===== src/rtl/i2cmt_pkg.sv =====
package i2cmt_pkg;

  typedef enum logic [3:0] {
    ST_IDLE,
    ST_DEV,
    ST_DEV_ACK,
    ST_AHI,
    ST_AHI_ACK,
    ST_ALO,
    ST_ALO_ACK,
    ST_TX,
    ST_TX_ACK,
    ST_PARK
  } tgt_state_e;

  // Fixed content of the array: a scrambled function of the address.
  function automatic logic [7:0] cell_value(input int unsigned a);
    return 8'(a * 37 + 11) ^ 8'(a >> 5);
  endfunction

  // Header match: upper seven bits against the device address.
  function automatic logic header_hit(input logic [7:0] hdr, input logic [6:0] dev);
    return hdr[7:1] == dev;
  endfunction

endpackage


===== src/rtl/i2cmt_sync.sv =====
module i2cmt_sync #(
  parameter int SYNC_STAGES = 2
) (
  input  logic clk,
  input  logic rst_n,
  input  logic scl_in,
  input  logic sda_in,
  output logic scl_s,
  output logic sda_s,
  output logic scl_rise,
  output logic scl_fall,
  output logic start_evt,
  output logic stop_evt
);
  localparam int LAST = SYNC_STAGES - 1;

  logic [LAST:0] scl_pipe;
  logic [LAST:0] sda_pipe;
  logic          scl_d;
  logic          sda_d;

  generate
    if (SYNC_STAGES == 1) begin : g_one
      always_ff @(posedge clk or negedge rst_n) begin
        if (!rst_n) begin
          scl_pipe <= '1;
          sda_pipe <= '1;
        end else begin
          scl_pipe[0] <= scl_in;
          sda_pipe[0] <= sda_in;
        end
      end
    end else begin : g_many
      always_ff @(posedge clk or negedge rst_n) begin
        if (!rst_n) begin
          scl_pipe <= '1;
          sda_pipe <= '1;
        end else begin
          scl_pipe <= {scl_pipe[LAST-1:0], scl_in};
          sda_pipe <= {sda_pipe[LAST-1:0], sda_in};
        end
      end
    end
  endgenerate

  always_ff @(posedge clk or negedge rst_n) begin
    if (!rst_n) begin
      scl_d <= 1'b1;
      sda_d <= 1'b1;
    end else begin
      scl_d <= scl_pipe[LAST];
      sda_d <= sda_pipe[LAST];
    end
  end

  assign scl_s     = scl_pipe[LAST];
  assign sda_s     = sda_pipe[LAST];
  assign scl_rise  = scl_s & ~scl_d;
  assign scl_fall  = ~scl_s & scl_d;
  assign start_evt = scl_s & scl_d & sda_d & ~sda_s;
  assign stop_evt  = scl_s & scl_d & ~sda_d & sda_s;
endmodule


===== src/rtl/i2cmt_cells.sv =====
module i2cmt_cells
  import i2cmt_pkg::*;
#(
  parameter int ADDR_W = 12
) (
  input  logic              clk,
  input  logic              rst_n,
  input  logic [ADDR_W-1:0] addr,
  output logic [7:0]        rdata
);
  always_ff @(posedge clk or negedge rst_n) begin
    if (!rst_n) rdata <= cell_value(0);
    else        rdata <= cell_value(32'(addr));
  end
endmodule


===== src/rtl/i2cmt_ptr.sv =====
module i2cmt_ptr #(
  parameter int ADDR_W = 12
) (
  input  logic              clk,
  input  logic              rst_n,
  input  logic              set_en,
  input  logic [ADDR_W-1:0] set_val,
  input  logic              step_en,
  output logic [ADDR_W-1:0] ptr
);
  localparam logic [ADDR_W-1:0] ONE = {{(ADDR_W-1){1'b0}}, 1'b1};

  always_ff @(posedge clk or negedge rst_n) begin
    if (!rst_n)       ptr <= '0;
    else if (set_en)  ptr <= set_val;
    else if (step_en) ptr <= ptr + ONE;
  end
endmodule


===== src/rtl/i2c_mem_target.sv =====
module i2c_mem_target
  import i2cmt_pkg::*;
#(
  parameter int         ADDR_W      = 12,
  parameter logic [6:0] DEV_ADDR    = 7'h50,
  parameter int         SYNC_STAGES = 2
) (
  input  logic clk,
  input  logic rst_n,
  input  logic scl_in,
  input  logic sda_in,
  output logic sda_oe
);
  localparam int HI_W = ADDR_W - 8;

  // Sampled bus and its events.
  logic scl_s, sda_s, scl_rise, scl_fall, start_evt, stop_evt;

  // Sequencer state.
  tgt_state_e  state;
  logic [2:0]  bitcnt;
  logic [7:0]  shreg;
  logic        oe_q;
  logic        rw_q;
  logic [HI_W-1:0] hi_q;
  logic        byte_full;
  logic        ack_seen;

  // Named internal events.
  logic              rx_state;
  logic              rx_done;
  logic              dev_hit;
  logic              load_evt;
  logic              set_evt;
  logic [ADDR_W-1:0] set_val;
  logic [ADDR_W-1:0] ptr;
  logic [7:0]        cell_q;

  i2cmt_sync #(.SYNC_STAGES(SYNC_STAGES)) u_sync (
    .clk      (clk),
    .rst_n    (rst_n),
    .scl_in   (scl_in),
    .sda_in   (sda_in),
    .scl_s    (scl_s),
    .sda_s    (sda_s),
    .scl_rise (scl_rise),
    .scl_fall (scl_fall),
    .start_evt(start_evt),
    .stop_evt (stop_evt)
  );

  i2cmt_ptr #(.ADDR_W(ADDR_W)) u_ptr (
    .clk    (clk),
    .rst_n  (rst_n),
    .set_en (set_evt),
    .set_val(set_val),
    .step_en(load_evt),
    .ptr    (ptr)
  );

  i2cmt_cells #(.ADDR_W(ADDR_W)) u_cells (
    .clk  (clk),
    .rst_n(rst_n),
    .addr (ptr),
    .rdata(cell_q)
  );

  always_comb begin
    rx_state = (state == ST_DEV) || (state == ST_AHI) || (state == ST_ALO);
    rx_done  = rx_state && scl_fall && byte_full;
    dev_hit  = header_hit(shreg, DEV_ADDR);
    load_evt = scl_fall && (((state == ST_DEV_ACK) && rw_q) ||
                            ((state == ST_TX_ACK) && ack_seen));
    set_evt  = (state == ST_ALO) && rx_done;
    set_val  = {hi_q, shreg};
  end

  always_ff @(posedge clk or negedge rst_n) begin
    if (!rst_n) begin
      state     <= ST_IDLE;
      bitcnt    <= '0;
      shreg     <= '0;
      oe_q      <= 1'b0;
      rw_q      <= 1'b0;
      hi_q      <= '0;
      byte_full <= 1'b0;
      ack_seen  <= 1'b0;
    end else if (stop_evt) begin
      state     <= ST_IDLE;
      oe_q      <= 1'b0;
      bitcnt    <= '0;
      byte_full <= 1'b0;
    end else if (start_evt) begin
      state     <= ST_DEV;
      oe_q      <= 1'b0;
      bitcnt    <= '0;
      byte_full <= 1'b0;
    end else begin
      // Receive shifter, shared by header and address phases.
      if (rx_state && scl_rise && !byte_full) begin
        shreg  <= {shreg[6:0], sda_s};
        bitcnt <= bitcnt + 3'd1;
        if (bitcnt == 3'd7) byte_full <= 1'b1;
      end

      unique case (state)
        ST_DEV: begin
          if (rx_done) begin
            byte_full <= 1'b0;
            if (dev_hit) begin
              rw_q  <= shreg[0];
              oe_q  <= 1'b1;
              state <= ST_DEV_ACK;
            end else begin
              state <= ST_PARK;
            end
          end
        end
        ST_DEV_ACK: begin
          if (scl_fall && !rw_q) begin
            oe_q  <= 1'b0;
            state <= ST_AHI;
          end
        end
        ST_AHI: begin
          if (rx_done) begin
            byte_full <= 1'b0;
            hi_q      <= shreg[HI_W-1:0];
            oe_q      <= 1'b1;
            state     <= ST_AHI_ACK;
          end
        end
        ST_AHI_ACK: begin
          if (scl_fall) begin
            oe_q  <= 1'b0;
            state <= ST_ALO;
          end
        end
        ST_ALO: begin
          if (rx_done) begin
            byte_full <= 1'b0;
            oe_q      <= 1'b1;
            state     <= ST_ALO_ACK;
          end
        end
        ST_ALO_ACK: begin
          if (scl_fall) begin
            oe_q  <= 1'b0;
            state <= ST_PARK;
          end
        end
        ST_TX: begin
          if (scl_fall) begin
            if (bitcnt == 3'd7) begin
              oe_q   <= 1'b0;
              bitcnt <= '0;
              state  <= ST_TX_ACK;
            end else begin
              shreg  <= {shreg[6:0], 1'b0};
              oe_q   <= ~shreg[6];
              bitcnt <= bitcnt + 3'd1;
            end
          end
        end
        ST_TX_ACK: begin
          if (scl_rise) ack_seen <= ~sda_s;
          if (scl_fall && !ack_seen) state <= ST_PARK;
        end
        default: ;
      endcase

      // Byte load for transmission: MSB goes out at once, pointer steps.
      if (load_evt) begin
        shreg  <= cell_q;
        oe_q   <= ~cell_q[7];
        bitcnt <= '0;
        state  <= ST_TX;
      end
    end
  end

  assign sda_oe = oe_q;

endmodule


===== config.mk =====
export PLATFORM = sky130hd
export DESIGN_NAME = i2c_mem_target
export DESIGN_NICKNAME = d
export VERILOG_FILES = /design/src/rtl/i2cmt_pkg.sv /design/src/rtl/i2cmt_sync.sv /design/src/rtl/i2cmt_cells.sv /design/src/rtl/i2cmt_ptr.sv /design/src/rtl/i2c_mem_target.sv
export SDC_FILE = /design/constraint.sdc
export NUM_CORES = 1
export LEC_CHECK = 0
export BUFFER_PORTS_ARGS = -buffer_cell sky130_fd_sc_hd__buf_2
export CORE_MARGIN = 8
export CORE_UTILIZATION = 37
export DETAILED_ROUTE_END_ITERATION = 6
export PLACE_DENSITY_LB_ADDON = 0.08
export SLEW_MARGIN = 20
export SYNTH_ARGS = -nofsm -noshare
export SYNTH_HDL_FRONTEND = slang
export SYNTH_HIERARCHICAL = 1
export SYNTH_SLANG_ARGS = --single-unit

===== constraint.sdc =====
create_clock -name clk -period 3.35 [get_ports clk]
set_input_delay 0.335 -clock clk [delete_from_list [all_inputs] [get_ports clk]]
set_output_delay 0.335 -clock clk [all_outputs]
set_load 0.1 [all_outputs]

Word level (Yosys, flattened, before mapping)

Cells that the tools add are included.
Widths: inputs -> output; s select.

Output and inout port bits: 1
Register bits after elaboration: 49
Logic and storage cells: 129

Equal/unequal tests: 22
Multiply operators: 1
Multiplexer cells: 45
Reduce and logical (&&, ||, !) cells: 28
$add $sub $neg: 3
Bitwise logic cells: 16

Operator list:

| operator              | number |
|---|---|
| $mux 4                | 13 |
| $mux 8                | 5 |
| $ne 5x5->1 const B    | 8 |
| $pmux 4 s8            | 1 |
| $mux 12               | 2 |
| $mux 3                | 7 |
| $eq 4x3->1 const B    | 4 |
| $mux 1                | 16 |
| $add 12x1->12 const B | 1 |
| $mul 12x6->8 const B  | 1 |
| $reduce_bool 11->1    | 1 |
| $logic_and 1x1->1     | 10 |
| $ne 5x1->1 const B    | 2 |
| $ne 5x4->1 const B    | 2 |
| $reduce_and 10->1     | 1 |
| $add 8x4->8 const B   | 1 |
| $eq 4x2->1 const B    | 2 |
| $not 1->1             | 8 |
| $reduce_and 4->1      | 2 |
| $reduce_bool 8->1     | 1 |
| $xor 8x7->8           | 1 |
| $and 1x1->1           | 7 |
| $eq 7x7->1 const B    | 1 |
| $reduce_and 7->1      | 1 |
| 12 further kinds      | 17 |

Logic depth before layout (Yosys ltp)

Word-level depth: 11
Gate-level depth with buffers: 10

Hierarchy

The synthesis kept the hierarchy.

Modules (own cells, without submodules):

| module         | cells an instance | times used | area each (µm²) |
|---|---|---|---|
| i2c_mem_target | 159               | 1          | 1514.0 |
| i2cmt_ptr      | 75                | 1          | 708.2 |
| i2cmt_cells    | 62                | 1          | 705.7 |
| i2cmt_sync     | 10                | 1          | 190.2 |

Least setup slack after synthesis

No wires, ideal clock.

Kind: reg2reg
Start point: register u_ptr.ptr[4]
End point: register u_cells.rdata[7]
Setup slack: 661 ps
Cell stages (with the launch flop): 11
Period minus slack after synthesis: 2689 ps
Arrival time: 2564 ps
Setup time: 125 ps
Buffers on the path: 0
Required time: 3225 ps
Cells stage by stage: dfrtp_1 ha_1 ha_1 inv_1 fa_1 inv_1 ha_1 ha_1 a21oi_1 o21ai_0 xnor2_1

Cells in the longest elaborated chain, start to end: 3

RTL lines:

| element                | RTL line          | text |
|---|---|---|
| from (decl)            | i2cmt_ptr.sv:9    | `output logic [ADDR_W-1:0] ptr` |
| from (signal assigned) | i2cmt_ptr.sv:15   | `else if (set_en) ptr <= set_val;` |
| from (signal assigned) | i2cmt_ptr.sv:16   | `else if (step_en) ptr <= ptr + ONE;` |
| $mul 12x6->8           | i2cmt_pkg.sv:18   | `return 8'(a * 37 + 11) ^ 8'(a >> 5);` |
| $add 8x4->8            | i2cmt_pkg.sv:18   |  |
| $xor 8x7->8            | i2cmt_pkg.sv:18   |  |
| to (signal assigned)   | i2cmt_cells.sv:12 | `if (!rst_n) rdata <= cell_value(0);` |
| to (signal assigned)   | i2cmt_cells.sv:13 | `else rdata <= cell_value(32'(addr));` |
| to (decl)              | i2cmt_cells.sv:9  | `output logic [7:0] rdata` |

Every way passes these cells.
A chain may end at the register's enable or synchronous reset.

Final worst setup path

Ends and elaborated chain as after synthesis.

==> out/metrics.yaml <==
status: "completed"
syn_area_sq_um: 3118
n_antenna_cell: 0
hold_ws_ns: 0.05403
cp_data_required_time_ns: 3.55
start_kind: "flip-flop"
vias_per_cell: 5.506
finalClockSkew_ns: 0.01392
grt_usage: 0.1361
ys_async_sr_fraction: 1.000
rr_startpoint: "u_ptr/ptr[4]"
power_mw: 1.764
cts_resized: 0
grt_setup_unrepaired: "false"
post_cts_buffers: 0
yosys_warnings: 6
fp.dieH_microns: 107.8
first_global_vias: 2345
grt_pass1_wl_microns: 12630
hold_buffers: 0
fmax_ghz: 0.3528
cts_tree: "built"
fp.coreArea_sq_um: 8175
powerDensity_nw_per_um2: 523.4
io_pins: 5
syn-num-nets: 333
drt_iter0_drc: 129
tightest_slew_ns: 0.7018
ys_seq_area_frac: 0.3969
dp_cells: 411
clockRootBuffer: "clkbuf_8"
dp_hpwl_microns: 5487
maxSlewViolCount: 0
post-route-drc-count: 0
wl_microns: 7510
placed_area_sq_um: 3272
cp-end-kind: "flip-flop"
synth_seq_cells: 49
synth_area_per_cell_sq_um: 10.19
worstSkewPairLatency_ns: 0.32
stdcell_area_sq_um: 3369
timing.final.ws_setup_ns: 0.5154
start_util: 0.3814
area_delta_synth_final_pct: 8.066
synth_flop_cell: "dfrtp_1"
synth_edf_count: 0
die_width_microns: 107.8
fillers: 819
min_period_over_period: 0.8461
r2r_end: "u_cells/rdata[7]"
path_class: "reg2reg"
drtAntennaViolNets: 0
gr-total-overflow: 0
setup_violations: 0
place_congestion: 0.8334
vdd_drop_max_v: 0.0001856
cts_buffers: 5
crit_cells: 10
slowest_delay_ns: 0.52
timing.critical_path.buf_inv: 2
num_rows: 33
clkSinkCount: 49
antenna_found_initial: 0
synth_cells: 306
crit_arrival_ns: 3.03
regArea_sq_um: 1237
clkTransAtPathRegs_ns: 0.11
port_buffers: 4
cp_max_fo: 6
h-tree-depth: 2
p_leak_nw: 1.556
critPathSlowestCell: "fa_1"
route.vias.total: 2307
hold_violations: 0
multiInputGateArea_sq_um: 1767
critPathTopFamily: "adder cells"
wire_per_inst_microns: 17.92
stdcell_count: 419
cap_violations: 0
maxSlewHeadroom: 0.5321
final_nets: 340
ff2ff_path_depth: 10
die_area_sq_um: 11620
fin_util: 0.4122
synth_cell_types: 68
dr.pass1.iters: 4
final_layout_size_suffix_gt1_frac: 0.1624
finalSetupTns_ns: 0
hp-class: "in2async"
rrSetupSlack_ns: 0.52
cts_buffer_depth: 2
place_ws_ns: 0.5039
crit_chain: "ha_1 -> ha_1 -> inv_1 -> fa_1 -> inv_1 -> ha_1 -> ha_1 -> a21oi_1 -> o21ai_0 -> xnor2_1"
layout_min_cycle_time_ns: 2.835
cp_common_cell: "ha_1"
grt_max_degree: 30
## how the worst max path moves through the flow
stage	startpoint	end
2_1_floorplan	u_ptr/ptr[4]	u_cells/rdata[7]
3_3_place_gp	u_ptr/ptr[4]	u_cells/rdata[7]
3_5_place_dp	u_ptr/ptr[4]	u_cells/rdata[7]
4_1_cts	u_ptr/ptr[4]	u_cells/rdata[7]
5_1_grt	u_ptr/ptr[4]	u_cells/rdata[7]
6_report	u_ptr/ptr[4]	u_cells/rdata[7]
## power by group
part	switching [mW]	internal [mW]
Clock	0.241	0.157
Sequential	0.131	0.712
Combinational	0.288	0.235
Total	0.660	1.10
## final cells by class
type	count	share of cell area
clock buffer	5	0.02042
multi-input combinational	230	0.5243
sequential	49	0.3672
clock inverter	3	0.008541
inverter	15	0.01671
timing repair buffer	12	0.02377
tap	105	0.03899
## kinds of logic (layout without fill, tap and decap cells)
logic type	count (synthesis)	after routing	synth area share
simple gates	98	98	0.1886
compound gates	73	73	0.1697
flops	49	49	0.3969
buf+inv	27	35	0.03812
fa+ha+maj	24	24	0.1003
xor+xnor	22	22	0.06180
mux	13	13	0.04454
## synthesized netlist by cell type, types with 6 or more instances
library cell	count	area share
a21oi_1	9	0.014
a2bb2oi_1	6	0.017
dfrtp_1	40	0.32
dfstp_2	9	0.076
ha_1	21	0.084
inv_1	12	0.014
mux2_1	7	0.025
mux2i_1	6	0.019
nand2_1	26	0.031
nand3_1	12	0.019
nor2_1	16	0.019
nor2b_1	6	0.012
o21ai_0	16	0.026
o22ai_1	6	0.012
or4_1	6	0.014
xnor2_1	12	0.034
xor2_1	10	0.028
## metal layers
layer,GRT usage,vias to the layer above,wire (microns)
met2,0.2171,40,3571
met3,0.01976,9,161
met4,0.04460,0,152
li1,-,1129,-
met1,0.1840,1129,3625
met5,0,-,0
## state kept, by name (all words and copies together) (netlist names), 2 cells and up
| name | count |
|---|---|
| u_ptr/ptr | 12 |
| shreg | 8 |
| u_cells/rdata | 8 |
| hi_q | 4 |
| state | 4 |
| bitcnt | 3 |
| u_sync/scl_pipe | 2 |
| u_sync/sda_pipe | 2 |
## placed cells by master, fill, tap and decap left out, drive strengths merged, types with 2 or more instances in the layout
master,count
nand2,26
mux2,7
xor2,10
inv,17
nor3,3
o211ai,4
a2bb2oi,6
a21oi,11
and2,3
a211oi,2
nand3,12
dfrtp,40
nor2b,6
o22ai,6
clkbuf,5
nand4b,2
a221o,2
a22oi,3
and4b,3
fa,2
mux2i,6
o21bai,2
or3,2
a31o,2
a21o,3
nor2,19
xnor2,12
nand4,4
o31ai,2
a31oi,5
or2,2
and3b,2
ha,21
or4,6
buf,12
dfstp,9
o21ai,16
No activity file was read; power rests on OpenSTA's default activity.
